--- src/rtl/vbi_line_dispatch.sv ---
module vbi_line_dispatch #(
  parameter int LINE_W     = 10,
  parameter int FIRST_LINE = 10,
  parameter int NUM_LINES  = 44,
  parameter int BANK_BASE  = 8'hD0,
  parameter int CTRL_ADDR  = 8'h0D,
  parameter int FIFO_DEPTH = 16,
  parameter int REC_LEN    = 15,
  parameter int REC_STRIDE = 16,
  localparam int STRIDE_W  = $clog2(REC_STRIDE),
  localparam int ADDR_W    = 5 + STRIDE_W,
  localparam int IDX_W     = $clog2(NUM_LINES),
  localparam int FIFO_AW   = $clog2(FIFO_DEPTH)
) (
  input  logic              clk,
  input  logic              rst_n,
  input  logic              cfg_we,
  input  logic [7:0]        cfg_addr,
  input  logic [7:0]        cfg_wdata,
  input  logic              line_start,
  input  logic [LINE_W-1:0] line_num,
  output logic [3:0]        cur_mode,
  output logic              cur_rate,
  output logic              ram_rd,
  output logic [ADDR_W-1:0] ram_addr,
  input  logic              res_valid,
  input  logic [7:0]        res_data,
  output logic              res_ready,
  input  logic              fifo_rd,
  output logic [7:0]        fifo_data,
  output logic              fifo_empty,
  output logic              fifo_ovf,
  input  logic              cc_rd,
  output logic [15:0]       cc_data,
  output logic              cc_valid
);

  logic [3:0] bank [NUM_LINES];
  logic rate_q, route_regs, route_fifo;

  always_ff @(posedge clk) begin
    if (!rst_n) begin
      for (int i = 0; i < NUM_LINES; i++) bank[i] <= '0;
      rate_q     <= 1'b0;
      route_regs <= 1'b0;
      route_fifo <= 1'b0;
    end else if (cfg_we) begin
      for (int i = 0; i < NUM_LINES; i++)
        if (cfg_addr == 8'(BANK_BASE + i)) bank[i] <= cfg_wdata[3:0];
      if (cfg_addr == 8'(CTRL_ADDR)) begin
        rate_q     <= cfg_wdata[7];
        route_fifo <= cfg_wdata[1];
        route_regs <= cfg_wdata[0];
      end
    end
  end

  wire in_range = (line_num >= LINE_W'(FIRST_LINE)) &&
                  (line_num <  LINE_W'(FIRST_LINE + NUM_LINES));
  wire [LINE_W-1:0] rel = line_num - LINE_W'(FIRST_LINE);
  wire [IDX_W-1:0]  idx = rel[IDX_W-1:0];
  wire [3:0] sel_mode   = in_range ? bank[idx] : 4'd0;

  logic [3:0]          mode_q;
  logic                rate_l;
  logic                fetch_on;
  logic [STRIDE_W-1:0] cnt;

  always_ff @(posedge clk) begin
    if (!rst_n) begin
      mode_q   <= '0;
      rate_l   <= 1'b0;
      fetch_on <= 1'b0;
      cnt      <= '0;
    end else if (line_start) begin
      mode_q   <= sel_mode;
      rate_l   <= rate_q;
      fetch_on <= (sel_mode != 4'd0);
      cnt      <= '0;
    end else if (fetch_on) begin
      if (cnt == STRIDE_W'(REC_LEN - 1)) fetch_on <= 1'b0;
      cnt <= cnt + 1'b1;
    end
  end

  assign cur_mode  = mode_q;
  assign cur_rate  = rate_l;
  assign ram_rd    = fetch_on;
  assign ram_addr  = {mode_q, rate_l, cnt};
  assign res_ready = (mode_q != 4'd0);

  wire is_ttx  = (mode_q >= 4'd1) && (mode_q <= 4'd5);
  wire acc     = res_valid && res_ready;
  wire to_fifo = acc && (is_ttx || route_fifo);
  wire to_regs = acc && !is_ttx && route_regs;

  logic [7:0]         mem [FIFO_DEPTH];
  logic [FIFO_AW-1:0] wptr, rptr;
  logic [FIFO_AW:0]   fifo_cnt;
  wire full = (fifo_cnt == (FIFO_AW+1)'(FIFO_DEPTH));
  wire push = to_fifo && !full;
  wire pop  = fifo_rd && !fifo_empty;

  assign fifo_empty = (fifo_cnt == '0);
  assign fifo_data  = mem[rptr];

  always_ff @(posedge clk) begin
    if (push) mem[wptr] <= res_data;
  end

  always_ff @(posedge clk) begin
    if (!rst_n) begin
      wptr     <= '0;
      rptr     <= '0;
      fifo_cnt <= '0;
      fifo_ovf <= 1'b0;
    end else begin
      if (push) wptr <= (wptr == FIFO_AW'(FIFO_DEPTH - 1)) ? '0 : wptr + 1'b1;
      if (pop)  rptr <= (rptr == FIFO_AW'(FIFO_DEPTH - 1)) ? '0 : rptr + 1'b1;
      if (push && !pop)      fifo_cnt <= fifo_cnt + 1'b1;
      else if (pop && !push) fifo_cnt <= fifo_cnt - 1'b1;
      if (to_fifo && full) fifo_ovf <= 1'b1;
    end
  end

  logic [1:0] cc_sel;

  always_ff @(posedge clk) begin
    if (!rst_n) begin
      cc_sel   <= '0;
      cc_data  <= '0;
      cc_valid <= 1'b0;
    end else begin
      if (line_start) cc_sel <= '0;
      else if (to_regs && cc_sel == 2'd0) begin
        cc_data[7:0] <= res_data;
        cc_sel       <= 2'd1;
      end else if (to_regs && cc_sel == 2'd1) begin
        cc_data[15:8] <= res_data;
        cc_sel        <= 2'd2;
      end
      if (!line_start && to_regs && cc_sel == 2'd1) cc_valid <= 1'b1;
      else if (cc_rd) cc_valid <= 1'b0;
    end
  end

endmodule


--- config.mk ---
export PLATFORM = sky130hd
export DESIGN_NAME = vbi_line_dispatch
export DESIGN_NICKNAME = d
export VERILOG_FILES = /design/src/rtl/vbi_line_dispatch.sv
export SDC_FILE = /design/constraint.sdc
export NUM_CORES = 1
export LEC_CHECK = 0
export BUFFER_PORTS_ARGS = -buffer_cell sky130_fd_sc_hd__buf_2
export CAP_MARGIN = 20
export CELL_PAD_IN_SITES_DETAIL_PLACEMENT = 1
export CELL_PAD_IN_SITES_GLOBAL_PLACEMENT = 1
export CORE_MARGIN = 10
export CORE_UTILIZATION = 47
export CTS_CLUSTER_DIAMETER = 80
export DETAILED_ROUTE_END_ITERATION = 8
export PLACE_DENSITY_LB_ADDON = 0.2
export SYNTH_ARGS = -nofsm -noshare
export SYNTH_HDL_FRONTEND = slang
export SYNTH_SLANG_ARGS = --single-unit
--- constraint.sdc ---
create_clock -name clk -period 3.02 [get_ports clk]
set_input_delay 0.604 -clock clk [delete_from_list [all_inputs] [get_ports clk]]
set_output_delay 0.604 -clock clk [all_outputs]
set_load 0.01 [all_outputs]
Word-level counts from Yosys, hierarchy flattened
Memory sizes are Yosys's and may differ from the RTL's. A register that Yosys moved wholly into a read port is not among the register bits.
Cells that the tools add are included.
Widths: inputs -> output; s select.
{"block": "totals", "reg_bits": 46, "mem_bits_rw": 304, "inputBits": 41, "memories": 2, "word_cells": 396}
{"memory": "bank", "depth": 44, "width": 4, "read_ports": 1, "rd_ports_with_merged_regs": 0, "write_ports": 44, "line": "38", "rtl": "logic [3:0] bank [NUM_LINES];"}
{"memory": "mem", "depth": 16, "width": 8, "read_ports": 1, "rd_ports_with_merged_regs": 1, "write_ports": 1, "line": "97", "rtl": "logic [7:0] mem [FIFO_DEPTH];"}
{"block": "classes", "bitwise": 47, "magnitude_cmp": 4, "n_addsub": 6, "n_eq_ne": 50, "mux": 237, "reduce_logical": 34}
{"operator": "$eq 8x8->1 const B", "n": 44}
{"operator": "$mux 4", "n": 49}
{"operator": "$mux 1", "n": 186}
{"operator": "$or 1x1->1", "n": 44}
{"operator": "$logic_and 1x1->1", "n": 15}
{"operator": "$add 4x1->4 const B", "n": 3}
{"operator": "$eq 4x4->1 const B", "n": 3}
{"operator": "$ge 10x4->1 const B", "n": 1}
{"operator": "$lt 10x6->1 const B", "n": 1}
{"operator": "$mux 5", "n": 2}
{"operator": "$eq 8x4->1 const B", "n": 1}
{"operator": "$reduce_bool 4->1", "n": 2}
{"operator": "$logic_not 1->1", "n": 6}
{"operator": "$reduce_bool 2->1", "n": 3}
{"operator": "$sub 6x4->6 const B", "n": 1}
{"operator": "$add 5x1->5 const B", "n": 1}
{"operator": "$eq 5x5->1 const B", "n": 1}
{"operator": "$logic_not 5->1", "n": 1}
{"operator": "$sub 5x1->5 const B", "n": 1}
{"operator": "$ge 4x1->1 const B", "n": 1}
{"operator": "$le 4x3->1 const B", "n": 1}
{"operator": "$reduce_and 2->1", "n": 2}
{"operator": "$not 1->1", "n": 3}
{"operator": "$reduce_and 3->1", "n": 1}
{"operator": "5 further kinds", "n": 5}

Depth between registers and ports, before layout
{"block": "logic_depth", "depth_word": 9, "depth_mapped": 12, "depth_no_buf": 12}

Least setup slack after synthesis
No wires, ideal clock.
{"block": "synth_timing", "kind": "input port to flip-flop", "from": "input port line_num[1]", "to": "register fetch_on, in the netlist ram_rd", "stages": 12, "path_buffers": 4, "arrival_time_ps": 2741, "t_required_ps": 2890, "setup_time_ps": 130, "slack_ps": 149, "cell_sequence": "buf_4 buf_4 buf_2 inv_1 ha_1 buf_2 mux4_2 a31oi_1 o211ai_1 a31oi_1 a21o_1 nand4_1"}
{"block": "synth_via", "elab_chain_len": 5}
{"item": "from (decl)", "line": "21", "rtl": "input logic [LINE_W-1:0] line_num,"}
{"item": "$sub 6x4->6, or another cell as far along", "line": "60", "rtl": "wire [LINE_W-1:0] rel = line_num - LINE_W'(FIRST_LINE);"}
{"item": "$mem_v2 44x4 / $logic_and 1x1->1 (equally long branches)"}
{"item": "$mux 4 *", "line": "62", "rtl": "wire [3:0] sel_mode = in_range ? bank[idx] : 4'd0;"}
{"item": "$reduce_bool 4->1 *", "line": "78", "rtl": "fetch_on <= (sel_mode != 4'd0);"}
{"item": "$mux 1 *", "line": "75", "rtl": "end else if (line_start) begin"}
{"item": "to (signal assigned)", "line": "78"}
{"item": "to (decl)", "line": "66", "rtl": "logic fetch_on;"}
Every way passes the cells marked *; elsewhere a longest branch is shown, timed or not.
A chain may end at the register's enable or synchronous reset.

==> impl_metrics.yaml <==
clock_network:
  clkTransAtPathRegs_ps: 50
  cts_htree_levels: 2
  postCtsSetupBuffers: 0
  clk_path_buf_depth: 3
  later_pin_clock_latency_in_the_skew_report_ps: 530
  cts_sinks: 354
  root_buffer: "sky130_fd_sc_hd__clkbuf_16"
  cts-buffers-inserted: 39
  tritoncts_clock_tree: "yes"
  ctsHoldBuffers: 0
timing:
  layout_setup_ws_ps: 98.0
  worst-slew-pin-transition_ps: 644
  timing.max_slew.rel_slack_pct: 57.0
  layout_min_cycle_time_ps: 2920
  slew_viols_final: 0
  rsz_0062_raised_after_global_routing: "false"
  final.period_utilization_pct: 96.8
  finalHoldViolations: 0
  maxClockFrequency_ghz: 0.342
  timing.final.setup_violations: 0
  finClkSkew_ps: 17.6
status:
  outcome: "finished clean"
global_route:
  grtUsageTotal_pct: 18.2
  grt_max_degree: 48
  grt.overflow.total: 0
  first_global_vias: 9646
  global_route_wire_length_before_repair_mm: 57.5
  initial_antenna_violation_count: 0
power:
  power.leakage_nw: 6.33
  power.total_w: 0.0120
  ir_drop_uv: 521
  cellPowerDensity_mw_per_mm2: 674
logic_synthesis:
  postSynthCellCount: 1012
  synth_cell_types: 59
  synth_async_sr_flop_share_pct: 0
  synth_seq_area_share_pct: 66.3
  postSynthNetCount: 1067
  yosys_register_bits: 354
  synth_area_mm2: 0.0153
  synthesis.area_per_instance_um2: 15.1
  synth_ff_type: "sky130_fd_sc_hd__edfxtp_1"
  synth_enable_flop_cells: 304
  synth.yosys.warnings: 0
placed_design:
  dpl.cell_count: 1519
  preCtsSetupSlack_ps: 137
  gp_congestion: 0.806
  hpwlAfterDp_mm: 25.1
  port-buffer-count: 80
critical_path:
  cpMostUsedCell: "sky130_fd_sc_hd__mux4_2"
  reg2reg_to: "fifo_cnt[4]"
  largest_delay_contributor_family_on_the_critical_path: "multiplexers"
  reg2reg_from: "cur_mode[0]"
  cp.required_ps: 2420
  timing.critical_path.slowest_cell_delay_ps: 540
  category_of_the_worst_setup_path_capture_point: "output pin"
  cp-start-kind: "flop"
  worst-endpoint-arrival_ps: 2320
  critical_path_peak_fanout: 8
  timing.reg2reg.worst_path_depth: 11
  worst-setup-path-type: "reg -> out"
  path_buf_inv: 2
  worst_path_max_delay_cell: "sky130_fd_sc_hd__mux4_2"
  ff2ff_setup_slack_ps: 220
  crit_path_cell_trace: "buf_12, mux4_2, mux4_2, buf_6"
die:
  core_area_mm2: 0.0318
  std_cell_rows: 65
  chipWidth_um: 200
  floorplan.initialDensity_pct: 48.0
  top_level_ports: 84
  chipHeight_um: 200
  design.die.area_mm2: 0.0401
cells_and_area:
  layout.cells.most_common: "sky130_fd_sc_hd__edfxtp_1"
  diodes: 0
  final_core_util_pct: 55.8
  multiInputGateArea_mm2: 0.00471
  proportion_of_layout_cells_with_a_drive_suffix_above_1_pct: 23.2
  layout_common_cells: "304 x sky130_fd_sc_hd__edfxtp_1, 170 x sky130_fd_sc_hd__nor2_1, 98 x sky130_fd_sc_hd__nand2_1"
  fillers: 3053
  layout.cells.non_filler: 1592
  sequential_cell_area_mm2: 0.0101
  nNetsFinal: 1183
  flow.area_growth_from_synthesis_pct: 16.1
routing:
  post_drt_wl_per_cell_um: 23.1
  post_drt_via_cell_ratio: 5.55
  drt_first_pass_iters: 5
  drt-total-wl_mm: 36.9
  antenna_violating_nets_post_route: 0
  drt_iter0_drc: 517
  via_count: 8837
  route.detailed.drc: 0
worst_hold_path:
  holdCritPathClass: "in -> reg"
  min_from: "cfg_wdata[7]"
  holdPathEnd: "rate_q"
  hold_depth: 3
flow_run:
  reported_max_cap_violation_count: 0
[sequential cells by signal (all words and copies together) (netlist names), named ones only]
signal,count
cur_rate,1
wptr,4
cc_valid,1
mem,128
cc_sel,2
fifo_ovf,1
cnt,4
cc_data,16
rptr,4
cur_mode,4
fifo_cnt,5
rate_q,1
ram_rd,1
bank,176
route_regs,1
route_fifo,1
[worst register-to-register path, delay by kind of cell (launching register included)]
family          cells  cell delay, ps
simple gates        2             850
fa+ha+maj           2             490
xor+xnor            1              90
flops               1             330
buf+inv             1             130
compound gates      5             830
[synthesized netlist by cell type, types with 7 or more instances]
library cell	number	area, um^2
sky130_fd_sc_hd__nand3_1	16	80.1
sky130_fd_sc_hd__o21ai_0	7	35.0
sky130_fd_sc_hd__mux4_1	22	578
sky130_fd_sc_hd__inv_1	17	63.8
sky130_fd_sc_hd__ha_1	13	163
sky130_fd_sc_hd__dfxtp_1	50	1000
sky130_fd_sc_hd__nor2_1	170	638
sky130_fd_sc_hd__edfxtp_1	304	9130
sky130_fd_sc_hd__xnor2_1	7	61.3
sky130_fd_sc_hd__a21oi_1	12	60.1
sky130_fd_sc_hd__nand2b_1	9	56.3
sky130_fd_sc_hd__mux4_2	62	1400
sky130_fd_sc_hd__buf_4	8	60.1
sky130_fd_sc_hd__mux2i_1	32	320
sky130_fd_sc_hd__clkbuf_1	38	143
sky130_fd_sc_hd__buf_2	7	35.0
sky130_fd_sc_hd__nor3_1	14	70.1
sky130_fd_sc_hd__nor2b_1	30	188
sky130_fd_sc_hd__nand2_1	98	368
[through the flow]
stage | hold slack, ps | area [um^2] | TNS (ps)
finish | 353 | 17700 | 0
global route | 355 | 17700 | 0
CTS | 340 | 17700 | -6.09
detailed placement | 471 | 16300 | 0
global placement | 469 | 16300 | 0
floorplan | 470 | 15300 | 0
[report_power, final]
group / switching (W) / internal, W / total, W / leakage (nW)
sequential: 0.000111 / 0.00550 / 0.00561 / 3.23
combinational: 0.000794 / 0.000742 / 0.00154 / 2.45
clock: 0.00186 / 0.00295 / 0.00481 / 0.640
[cell type report]
type | count | area share (%)
Sequential cell | 354 | 57.2
Multi-Input combinational cell | 577 | 26.6
Clock buffer | 49 | 6.07
Timing Repair Buffer | 139 | 5.43
Tap cell | 435 | 3.07
Clock inverter | 21 | 1.31
Inverter | 17 | 0.360
[worst max-delay path by stage]
stage	start	to	slack, ps	depth (start not counted)
after floorplan	line_num[1]	ram_rd	150	12
after global placement	fifo_cnt[0]	fifo_cnt[4]	210	12
after detailed placement	fifo_cnt[3]	fifo_cnt[4]	140	12
after CTS	flop	fifo_data[5]	-6	4
after global routing	fifo_cnt[3]	fifo_cnt[4]	2	12
final	flop	fifo_data[5]	100	4
[metal layers]
| metal | wire length (um) | track usage [%] |
|---|---|---|
| met3 | 1850 | 3.08 |
| met1 | 15600 | 23.3 |
| met5 | 0 | 0 |
| met2 | 18500 | 31.1 |
| met4 | 874 | 5.37 |
[repair_timing]
item / 4_1_cts / 5_1_grt
setup endpoints to repair: 1 / 8
gates resized for setup: 1 / 5
endpoints found under the hold margin: 0 / 0
cloned: 0 / 3
[cells by family (layout without fill, tap and decap cells)]
kind of cell,Yosys count,after routing,share of synthesized area [%]
flops,354,354,66.3
xor+xnor,14,14,0.901
buf+inv,81,226,2.82
mux,117,117,15.1
compound gates,62,62,2.91
fa+ha+maj,14,14,1.20
simple gates,370,370,10.7
No activity file was read; power rests on OpenSTA's default activity.
